<file path="config.mk">
export PLATFORM = sky130hd
export DESIGN_NAME = pte_access_check
export DESIGN_NICKNAME = d
export VERILOG_FILES = /design/src/rtl/pte_chk_pkg.sv /design/src/rtl/pte_perm_eval.sv /design/src/rtl/pte_flag_merge.sv /design/src/rtl/pte_addr_form.sv /design/src/rtl/pte_access_check.sv
export SDC_FILE = /design/constraint.sdc
export NUM_CORES = 1
export LEC_CHECK = 0
export BUFFER_PORTS_ARGS = -buffer_cell sky130_fd_sc_hd__buf_2
export CORE_MARGIN = 1.5
export CORE_UTILIZATION = 30
export CTS_CLUSTER_SIZE = 20
export DETAILED_ROUTE_END_ITERATION = 6
export PLACE_DENSITY = 0.68
export REMOVE_ABC_BUFFERS = 1
export SETUP_SLACK_MARGIN = 0.02
export SLEW_MARGIN = 25
export SYNTH_ARGS = -nofsm -noshare
export SYNTH_HDL_FRONTEND = slang
export SYNTH_SLANG_ARGS = --single-unit
</file>
<file path="constraint.sdc">
create_clock -name clk -period 1 [get_ports clk]
set_clock_uncertainty 0.15 [all_clocks]
set_input_delay 0.05 -clock clk [delete_from_list [all_inputs] [get_ports clk]]
set_output_delay 0.05 -clock clk [all_outputs]
set_load 0.05 [all_outputs]
</file>
<file path="src/rtl/pte_chk_pkg.sv">
package pte_chk_pkg;

    localparam int ENTRY_W   = 32;
    localparam int OFFSET_W  = 12;
    localparam int FRAME_W   = ENTRY_W - OFFSET_W;

    localparam int BIT_PRESENT  = 0;
    localparam int BIT_WRITABLE = 1;
    localparam int BIT_USER_OK  = 2;
    localparam int BIT_ACCESSED = 5;
    localparam int BIT_DIRTY    = 6;

    typedef enum logic [1:0] {
        KIND_READ  = 2'd0,
        KIND_WRITE = 2'd1,
        KIND_FETCH = 2'd2,
        KIND_SPARE = 2'd3
    } acc_kind_e;

    typedef enum logic [1:0] {
        CAUSE_NONE   = 2'd0,
        CAUSE_ABSENT = 2'd1,
        CAUSE_RDONLY = 2'd2,
        CAUSE_PRIV   = 2'd3
    } cause_e;

    typedef struct packed {
        logic present;
        logic writable;
        logic user_ok;
        logic accessed;
        logic dirty;
    } entry_flags_t;

    typedef struct packed {
        logic                 fault;
        cause_e               cause;
        logic [ENTRY_W-1:0]   paddr;
        logic [ENTRY_W-1:0]   entry;
        logic                 wb;
    } check_result_t;

    function automatic logic kind_is_store(acc_kind_e k);
        return k == KIND_WRITE;
    endfunction

endpackage

</file>
<file path="src/rtl/pte_perm_eval.sv">
module pte_perm_eval
    import pte_chk_pkg::*;
(
    input  entry_flags_t flags,
    input  logic         is_store,
    input  logic         is_user,
    output cause_e       cause
);
    always_comb begin
        if (!flags.present)
            cause = CAUSE_ABSENT;
        else if (is_store && !flags.writable)
            cause = CAUSE_RDONLY;
        else if (is_user && !flags.user_ok)
            cause = CAUSE_PRIV;
        else
            cause = CAUSE_NONE;
    end
endmodule

</file>
<file path="src/rtl/pte_flag_merge.sv">
module pte_flag_merge
    import pte_chk_pkg::*;
#(
    parameter int W = ENTRY_W
) (
    input  logic [W-1:0] entry_in,
    input  logic         granted,
    input  logic         is_store,
    output logic [W-1:0] entry_out,
    output logic         changed
);
    logic [W-1:0] set_mask;

    always_comb begin
        set_mask = '0;
        if (granted) begin
            set_mask[BIT_ACCESSED] = 1'b1;
            set_mask[BIT_DIRTY]    = is_store;
        end
        entry_out = entry_in | set_mask;
        changed   = |(set_mask & ~entry_in);
    end
endmodule

</file>
<file path="src/rtl/pte_addr_form.sv">
module pte_addr_form
    import pte_chk_pkg::*;
#(
    parameter int W   = ENTRY_W,
    parameter int OFF = OFFSET_W
) (
    input  logic [W-1:0]   entry_in,
    input  logic [OFF-1:0] offset,
    input  logic           granted,
    output logic [W-1:0]   paddr
);
    localparam int FW = W - OFF;

    logic [FW-1:0] frame;
    logic [OFF-1:0] unused_entry_low;

    assign frame            = entry_in[W-1:OFF];
    assign unused_entry_low = entry_in[OFF-1:0];
    assign paddr            = granted ? {frame, offset} : '0;
endmodule

</file>
<file path="src/rtl/pte_access_check.sv">
module pte_access_check
    import pte_chk_pkg::*;
(
    input  logic                clk,
    input  logic                rst,
    input  logic                req_valid,
    input  logic [ENTRY_W-1:0]  vaddr,
    input  logic [1:0]          acc_kind,
    input  logic                is_user,
    input  logic [ENTRY_W-1:0]  pte_in,
    output logic                rsp_valid,
    output logic [ENTRY_W-1:0]  paddr,
    output logic                fault,
    output logic [1:0]          fault_cause,
    output logic [ENTRY_W-1:0]  pte_new,
    output logic                pte_wb
);
    acc_kind_e     kind;
    entry_flags_t  flags;
    cause_e        cause;
    logic          store;
    logic          granted;
    logic          changed;
    logic [ENTRY_W-1:0] entry_next;
    logic [ENTRY_W-1:0] paddr_next;
    logic [FRAME_W-1:0] unused_vpn;
    check_result_t res_d, res_q;
    logic          valid_q;

    assign unused_vpn = vaddr[ENTRY_W-1:OFFSET_W];
    assign kind       = acc_kind_e'(acc_kind);
    assign store      = kind_is_store(kind);

    assign flags = '{present:  pte_in[BIT_PRESENT],
                     writable: pte_in[BIT_WRITABLE],
                     user_ok:  pte_in[BIT_USER_OK],
                     accessed: pte_in[BIT_ACCESSED],
                     dirty:    pte_in[BIT_DIRTY]};

    pte_perm_eval u_perm (
        .flags    (flags),
        .is_store (store),
        .is_user  (is_user),
        .cause    (cause)
    );

    assign granted = (cause == CAUSE_NONE);

    pte_flag_merge #(.W(ENTRY_W)) u_merge (
        .entry_in  (pte_in),
        .granted   (granted),
        .is_store  (store),
        .entry_out (entry_next),
        .changed   (changed)
    );

    pte_addr_form #(.W(ENTRY_W), .OFF(OFFSET_W)) u_addr (
        .entry_in (pte_in),
        .offset   (vaddr[OFFSET_W-1:0]),
        .granted  (granted),
        .paddr    (paddr_next)
    );

    always_comb begin
        res_d.fault = !granted;
        res_d.cause = cause;
        res_d.paddr = paddr_next;
        res_d.entry = entry_next;
        res_d.wb    = changed;
    end

    always_ff @(posedge clk) begin
        if (rst) begin
            valid_q <= 1'b0;
            res_q   <= '{fault: 1'b0, cause: CAUSE_NONE, paddr: '0, entry: '0, wb: 1'b0};
        end else begin
            valid_q  <= req_valid;
            res_q.wb <= req_valid && res_d.wb;
            if (req_valid) begin
                res_q.fault <= res_d.fault;
                res_q.cause <= res_d.cause;
                res_q.paddr <= res_d.paddr;
                res_q.entry <= res_d.entry;
            end
        end
    end

    assign rsp_valid   = valid_q;
    assign paddr       = res_q.paddr;
    assign fault       = res_q.fault;
    assign fault_cause = res_q.cause;
    assign pte_new     = res_q.entry;
    assign pte_wb      = res_q.wb;

    // no write-back strobe on a refused access
    a_r7_no_wb_on_fault: assert property (@(posedge clk) disable iff (rst)
        (rsp_valid && fault) |-> !pte_wb);

    // strobe only accompanies a response
    a_r10_wb_needs_rsp: assert property (@(posedge clk) disable iff (rst)
        pte_wb |-> rsp_valid);

    // flags are sticky, the block never clears an entry bit
    a_r6_sticky_bits: assert property (@(posedge clk) disable iff (rst)
        req_valid |=> (($past(pte_in) & ~pte_new) == '0));

    // granted result keeps the page offset
    a_r2_offset_kept: assert property (@(posedge clk) disable iff (rst)
        req_valid |=> (fault || (paddr[OFFSET_W-1:0] == $past(vaddr[OFFSET_W-1:0]))));

    // absent entry always refused with the absent cause
    a_r3_absent_faults: assert property (@(posedge clk) disable iff (rst)
        (req_valid && !pte_in[BIT_PRESENT]) |=> (fault && fault_cause == CAUSE_ABSENT));

    // dirty is newly set only by a write
    a_r9_dirty_only_store: assert property (@(posedge clk) disable iff (rst)
        (req_valid && !pte_in[BIT_DIRTY] && acc_kind != KIND_WRITE) |=> !pte_new[BIT_DIRTY]);

    // fault flag agrees with cause
    a_r4_fault_cause_agree: assert property (@(posedge clk) disable iff (rst)
        rsp_valid |-> (fault == (fault_cause != CAUSE_NONE)));

endmodule

</file>
==> results of run 1 <==
-- worst max-delay path, delay by kind of cell --
kind	cells	cell delay, ns
compound gates	1	0.08
buf+inv	3	1.07
-- sequential cells by signal, summed over array words and instances (netlist names) --
signal       count
fault            1
fault_cause      2
paddr           32
pte_new         32
pte_wb           1
rsp_valid        1
-- power by group through the flow --
stage	Sequential (mW)	Combinational, mW	Clock, mW
after global placement	2.99	1.18	0
after global routing	3.02	1.84	2.51
after CTS	3.00	1.60	2.41
after detailed placement	2.99	1.19	0
after floorplan	3.43	0.210	0
final	3.01	1.75	2.32
-- metrics by stage --
step           power, mW  std cells  setup TNS [ns]  utilization, %
3_5_place_dp        4.19        517           -8.21            42.2
4_1_cts             7.01        583           -4.27            59.5
2_1_floorplan       3.64        248          -13.77               -
6_report            7.08        591           -3.02            62.8
3_3_place_gp        4.17        517           -7.35            42.2
5_1_grt             7.37        591           -6.72            62.8
-- logic make-up (layout without fill, tap and decap cells) --
kind of cell           Yosys count  in the layout  synth area share, %
flip-flops                      69             69                 51.4
multiplexers                    10             10                 3.73
AND/OR/NAND/NOR                106            106                 24.1
buffers and inverters           27            237                 5.68
AO/OA/AOI/OAI                   61             61                 15.0
-- cell usage in the layout, fill, tap and decap left out, types with 2 or more instances in the layout --
| master | synthesis | layout |
|---|---|---|
| o31ai_1 | 32 | 11 |
| o31ai_4 | 0 | 3 |
| nand2_1 | 33 | 33 |
| buf_8 | 0 | 55 |
| a311oi_1 | 2 | 2 |
| nor2_1 | 13 | 13 |
| dlygate4sd3_1 | 0 | 46 |
| buf_4 | 4 | 40 |
| mux2i_1 | 10 | 9 |
| nand2b_1 | 21 | 20 |
| buf_6 | 4 | 24 |
| dfxtp_2 | 0 | 69 |
| o31ai_2 | 0 | 18 |
| or3b_1 | 3 | 3 |
| a21oi_2 | 0 | 2 |
| buf_12 | 0 | 7 |
| a21oi_1 | 21 | 19 |
| clkbuf_8 | 0 | 12 |
| a31oi_1 | 2 | 2 |
| buf_2 | 5 | 48 |
| or3b_4 | 1 | 30 |
| inv_1 | 2 | 2 |
-- what timing repair did --
action | in CTS | in global routing
setup endpoints to repair | 101 | 111
pin swaps | 0 | 4
resized for setup | 288 | 49
hold buffers | 46 | 3
hold endpoints to repair | 66 | 3
setup buffers | 6 | 8
-- worst paths after layout --
path	depth (start not counted)	endpoint	start
worst max-delay path	4	pte_new[17]	rst
worst min-delay path	4	pte_wb	acc_kind[1]
worst max register to register	2	paddr[22]	paddr[22]
worst min register to register	2	pte_new[20]	pte_new[20]
-- final cells by class --
class                           instances  area share (%)
Timing Repair Buffer                  221            41.3
Sequential cell                        69            26.9
Multi-Input combinational cell        177            25.5
Clock buffer                           13            3.10
Tap cell                              108            2.48
Clock inverter                          1           0.551
Inverter                                2           0.138
-- routing by layer --
metal  share of wire, %  GRT usage [%]  up-vias
li1                   -              -     1371
met1                 38           19.0     1336
met2                 54           33.8       96
met3                5.0           5.90       20
met4                2.3           6.59        0
met5                  0              0        -
==> key figures, run 1 <==
Worst setup path
  – R2r setup slk: -0.05 ns
  – Max FO, Critical Path: 28
  – Arr. time, crit path: 1.22 ns
  – CP cell instances: buf_2, buf_12, dlygate4sd3_1, a21oi_1
  – Slowest CP cell: dlygate4sd3_1
  – Crit end category: flip-flop
  – CP Class: input port to flip-flop
  – WP data required: 1.06 ns
  – Worst setup SP type: input port
  – CP max stage delay: 0.74 ns

Floorplanning
  – Num rows: 34
  – DIE AREA: 9530 um^2
  – Total I/O pin count: 139
  – Initial core utilization: 31.0%
  – Placeable Area: 8680 um^2
  – Die Wd: 97.6 um
  – Die height: 97.6 um

Job
  – Max cap viols: 0

Clock network
  – Longest Clk Path Bufs: 2
  – Clock sink count: 69
  – CTS tree: done
  – CTS Root Buffer Type: clkbuf_8
  – H-tree depth: 3
  – Num CTS Buffers: 9
  – Worst-path clk slew: 0.07 ns
  – Later-pin clock latency in the skew report: 0.33 ns

Timing
  – Tmin final: 1.16 ns
  – Worst Tran Pin Value: 0.322 ns
  – Slew Viols, Final: 0
  – Final setup vio count: 93
  – Relative slew slack: 78.5%
  – Worst hold slack: -0.0650 ns
  – RSZ-0062 raised after global routing: yes
  – Hold Vio Cnt, Final: 1
  – Fin crit share: 116%
  – Setup WS post-layout: -0.158 ns
  – Fmax: 0.863 GHz

Detailed routing
  – DRC viols: 0
  – Drt first pass iters: 4
  – WL/cell: 15.8 um
  – DR vias: 2823
  – Number of DRC markers in iteration 0: 57
  – Vias/cell: 4.78
  – Drt total wl: 9.31 mm
  – Remaining antenna violation count: 0

Placed design
  – Worst slack, placed: -0.223 ns
  – GPL Wtd Cong: 0.752
  – Detailed Place HPWL: 4.80 mm
  – I/O Buffers: 118
  – DP Area: 3660 um^2

Logic synthesis
  – Area leader, netlist: dfxtp_1
  – Mapped cell area: 2690 um^2
  – Synth cell types: 28
  – Async SR Flop Fraction: 0%
  – Sequential area share after synthesis: 51.4%
  – FF+latch count, synth: 69
  – Main flop type after synthesis: dfxtp_1
  – Synth top area share: 51.4%
  – Synth area leaders: dfxtp_1 51%, or3b_2 9.5%, o31ai_1 8.9%
  – Yosys warns: 0
  – Mean Syn Cell Area: 9.84 um^2
  – Synth cell count leaders: 69 x dfxtp_1, 33 x nand2_1, 32 x o31ai_1
  – Post-synth EDFFs: 0
  – Gate count of the mapped netlist: 273
  – Count leader, synth: dfxtp_1

Global routing
  – Initial antenna violation count: 0
  – Overflow after GRT: 0
  – First-pass GRT wire length: 14.1 mm
  – Largest net degree at the start of global routing: 36
  – Tot GR Track Use: 18.2%
  – Number of global-route vias before repair: 2972

Pwr
  – Clock power frac: 32.7%
  – P_sw: 2.01 mW
  – Int Pwr: 5.07 mW
  – Pleak: 2.37 nW
  – Gate power share: 24.7%
  – Sw Share: 28.4%
  – Sequential power share: 42.6%
  – Worst vdd ir: 0.000818 V
  – Power Dens Cells: 1300 nW/um^2

Final layout
  – Syn-to-layout area delta: 103%
  – Register area: 1470 um^2
  – Footprint of the multi-input gates: 1390 um^2
  – # fillers: 691
  – Antenna diodes: 0
  – Cell area after layout: 5450 um^2
  – Share of layout cells above drive strength 1: 65.2%
  – Final nets: 550

Run status
  – Failing checks: hold timing, setup timing
  – Status: complete, but fails checks

Worst hold path
  – Hold Crit Class: input port to flip-flop
Note: power is estimated with default switching activity, not from simulation.
==> run 2: changes to the inputs <==
ABC_AREA = 1   (was default)
PLACE_DENSITY = 0.69   (was 0.68)
==> run 2 against run 1 <==
Against the previous run:
- the flow still finishes with violations (hold timing, setup timing)
- design area is 11% lower
- worst hold slack worse by 0.097 ns
- critical path depth is 3 lower
- flip-flop and latch count stayed put
- final cell count is 1.2% higher
- via count is 5.6% higher
- count of clock-buffer cells in the layout is 1 lower
- worst setup slack better by 0.11 ns
- sequential power hardly changed
- register-to-register slack better by 0.08 ns
- area after synthesis is 5.6% lower
- global-route usage is 2.7 points higher
- largest cell class unchanged
==> key figures, run 2 <==
Logic synthesis
  – Gate count of the mapped netlist: 313
  – Synth cell count leaders: 69 x dfxtp_1, 52 x nor2_1, 44 x nand2_1
  – FF+latch count, synth: 69
  – Post-synth EDFFs: 0
  – Sequential area share after synthesis: 54.5%
  – Synth area leaders: dfxtp_1 54%, a21oi_1 8.3%, nand4_1 8.1%
  – Async SR Flop Fraction: 0%
  – Mapped cell area: 2540 um^2
  – Yosys warns: 0
  – Synth top area share: 54.5%
  – Mean Syn Cell Area: 8.10 um^2
  – Area leader, netlist: dfxtp_1
  – Synth cell types: 18
  – Count leader, synth: dfxtp_1
  – Main flop type after synthesis: dfxtp_1

Worst setup path
  – FF-to-FF path depth: 4
  – Max FO, Critical Path: 2
  – Crit end category: output port
  – WP buf/inv: 1
  – R2r setup slk: 0.03 ns
  – Worst setup SP type: flip-flop
  – Arr. time, crit path: 0.85 ns
  – CP max stage delay: 0.37 ns
  – FF-to-FF Start: paddr[10]
  – Slowest CP cell: dfxtp_2
  – CP cell instances: buf_8
  – Crit-path leading delay family: flip-flops
  – CP Launch Point: paddr[1]
  – WP data required: 0.80 ns
  – R2r endpoint: paddr[10]
  – CP Class: flip-flop to output port

Global routing
  – Initial antenna violation count: 0
  – Tot GR Track Use: 20.9%
  – First-pass GRT wire length: 14.4 mm
  – Overflow after GRT: 0
  – Number of global-route vias before repair: 3006
  – Largest net degree at the start of global routing: 33

Clock network
  – Worst-path clk slew: 0.07 ns
  – Later-pin clock latency in the skew report: 0.33 ns
  – CTS tree: done
  – Num CTS Buffers: 9
  – Longest Clk Path Bufs: 2
  – CTS Root Buffer Type: clkbuf_8
  – Clock sink count: 69
  – H-tree depth: 3

Final layout
  – Finished Layout Cells: 598
  – Antenna diodes: 0
  – Final Core Density: 59.3%
  – Commonest non-fill, non-tap cell in the layout: dfxtp_2
  – Most frequent cells in the layout: 69 x dfxtp_2, 61 x buf_8, 52 x nor2_1, 49 x buf_2, 48 x dlygate4sd3_1
  – Final nets: 558
  – Share of layout cells above drive strength 1: 47.7%
  – Syn-to-layout area delta: 92.0%

Detailed routing
  – Drt first pass iters: 4
  – Vias/cell: 4.99
  – Drt total wl: 9.48 mm
  – DR vias: 2982
  – DRC viols: 0
  – WL/cell: 15.9 um
  – Number of DRC markers in iteration 0: 106
  – Remaining antenna violation count: 0

Timing
  – Setup TNS Final: -1.71 ns
  – Fmax: 0.955 GHz
  – Slew Viols, Final: 0
  – Fin crit share: 105%
  – Setup WS post-layout: -0.0466 ns
  – Relative slew slack: 81.7%
  – Worst hold slack: -0.162 ns
  – Final setup vio count: 70
  – Worst Tran Pin Value: 0.274 ns
  – RSZ-0062 raised after global routing: yes
  – Hold Vio Cnt, Final: 2
  – Tmin final: 1.05 ns

Run status
  – Status: complete, but fails checks
  – Failing checks: hold timing, setup timing

Floorplanning
  – Die Wd: 94.9 um
  – Initial core utilization: 30.9%
  – DIE AREA: 9010 um^2
  – Die height: 94.9 um
  – Num rows: 33
  – Placeable Area: 8220 um^2
  – Total I/O pin count: 139

Pwr
  – Pleak: 2.10 nW
  – Worst vdd ir: 0.000792 V
  – Power Dens Cells: 1490 nW/um^2

Job
  – Max cap viols: 0

Worst hold path
  – Hold Path Sink: fault_cause[0]
  – Hold Crit Class: input port to flip-flop
  – Hold path depth: 3
  – HP Start: is_user

Placed design
  – Detailed Place HPWL: 4.90 mm
  – Placed cells: 525
  – GPL Wtd Cong: 0.797
  – I/O Buffers: 118
run 2: layout make-up:
class                      count  area (um^2)
clock inverter                 4         70.1
sequential                    69         1470
clock buffer                  12          155
tap                          105          131
fill                         682         3350
inverter                      10         40.0
multi-input combinational    208          986
timing repair buffer         190         2020
run 2: worst max-delay path by stage:
| stage | to | slack (ns) | cells past startpoint |
|---|---|---|---|
| detailed placement | paddr[1] | -0.04 | 6 |
| CTS | paddr[1] | -0.06 | 1 |
| global placement | fault | 0.02 | 7 |
| finish | paddr[1] | -0.05 | 1 |
| floorplan | fault | -0.08 | 5 |
| global route | paddr[1] | -0.09 | 1 |
run 2: cells by family after synthesis:
logic type	Yosys count	share of synthesized area [%]
AOI/OAI and AO/OA	73	14.5
buffers and inverters	36	7.20
DFF	69	54.5
and+or+nand+nor	135	23.8
run 2: routing by layer:
| metal | wire [um] | GRT usage [%] | vias to the layer above |
|---|---|---|---|
| li1 | - | - | 1409 |
| met1 | 3550 | 21.7 | 1444 |
| met2 | 5170 | 38.8 | 100 |
| met3 | 433 | 4.99 | 29 |
| met4 | 328 | 10.6 | 0 |
| met5 | 0 | 0 | - |
run 2: what timing repair did:
item / in CTS / in global routing
pin swaps: 0 / 2
buffers inserted: 3 / 6
hold endpoints to repair: 68 / 6
endpoints found under the setup margin: 69 / 71
hold buffers: 49 / 1
resized for setup: 239 / 36
run 2: where the power goes:
part	leakage, nW	internal [mW]	switching [mW]
clock	0.116	1.53	1.01
combinational	1.39	0.731	0.926
sequential	0.593	2.92	0.124
run 2: stage by stage:
stage | power [mW] | cell area, um^2 | hold WS [ns] | worst slack [ns]
after floorplan | 3.73 | 2390 | -0.0309 | -0.0800
after global placement | 4.19 | 3330 | 0.122 | 0.0207
after detailed placement | 4.20 | 3330 | 0.129 | -0.0404
after CTS | 7.21 | 4700 | -0.179 | -0.0556
after global routing | 7.54 | 4870 | -0.155 | -0.0876
final | 7.25 | 4870 | -0.162 | -0.0466
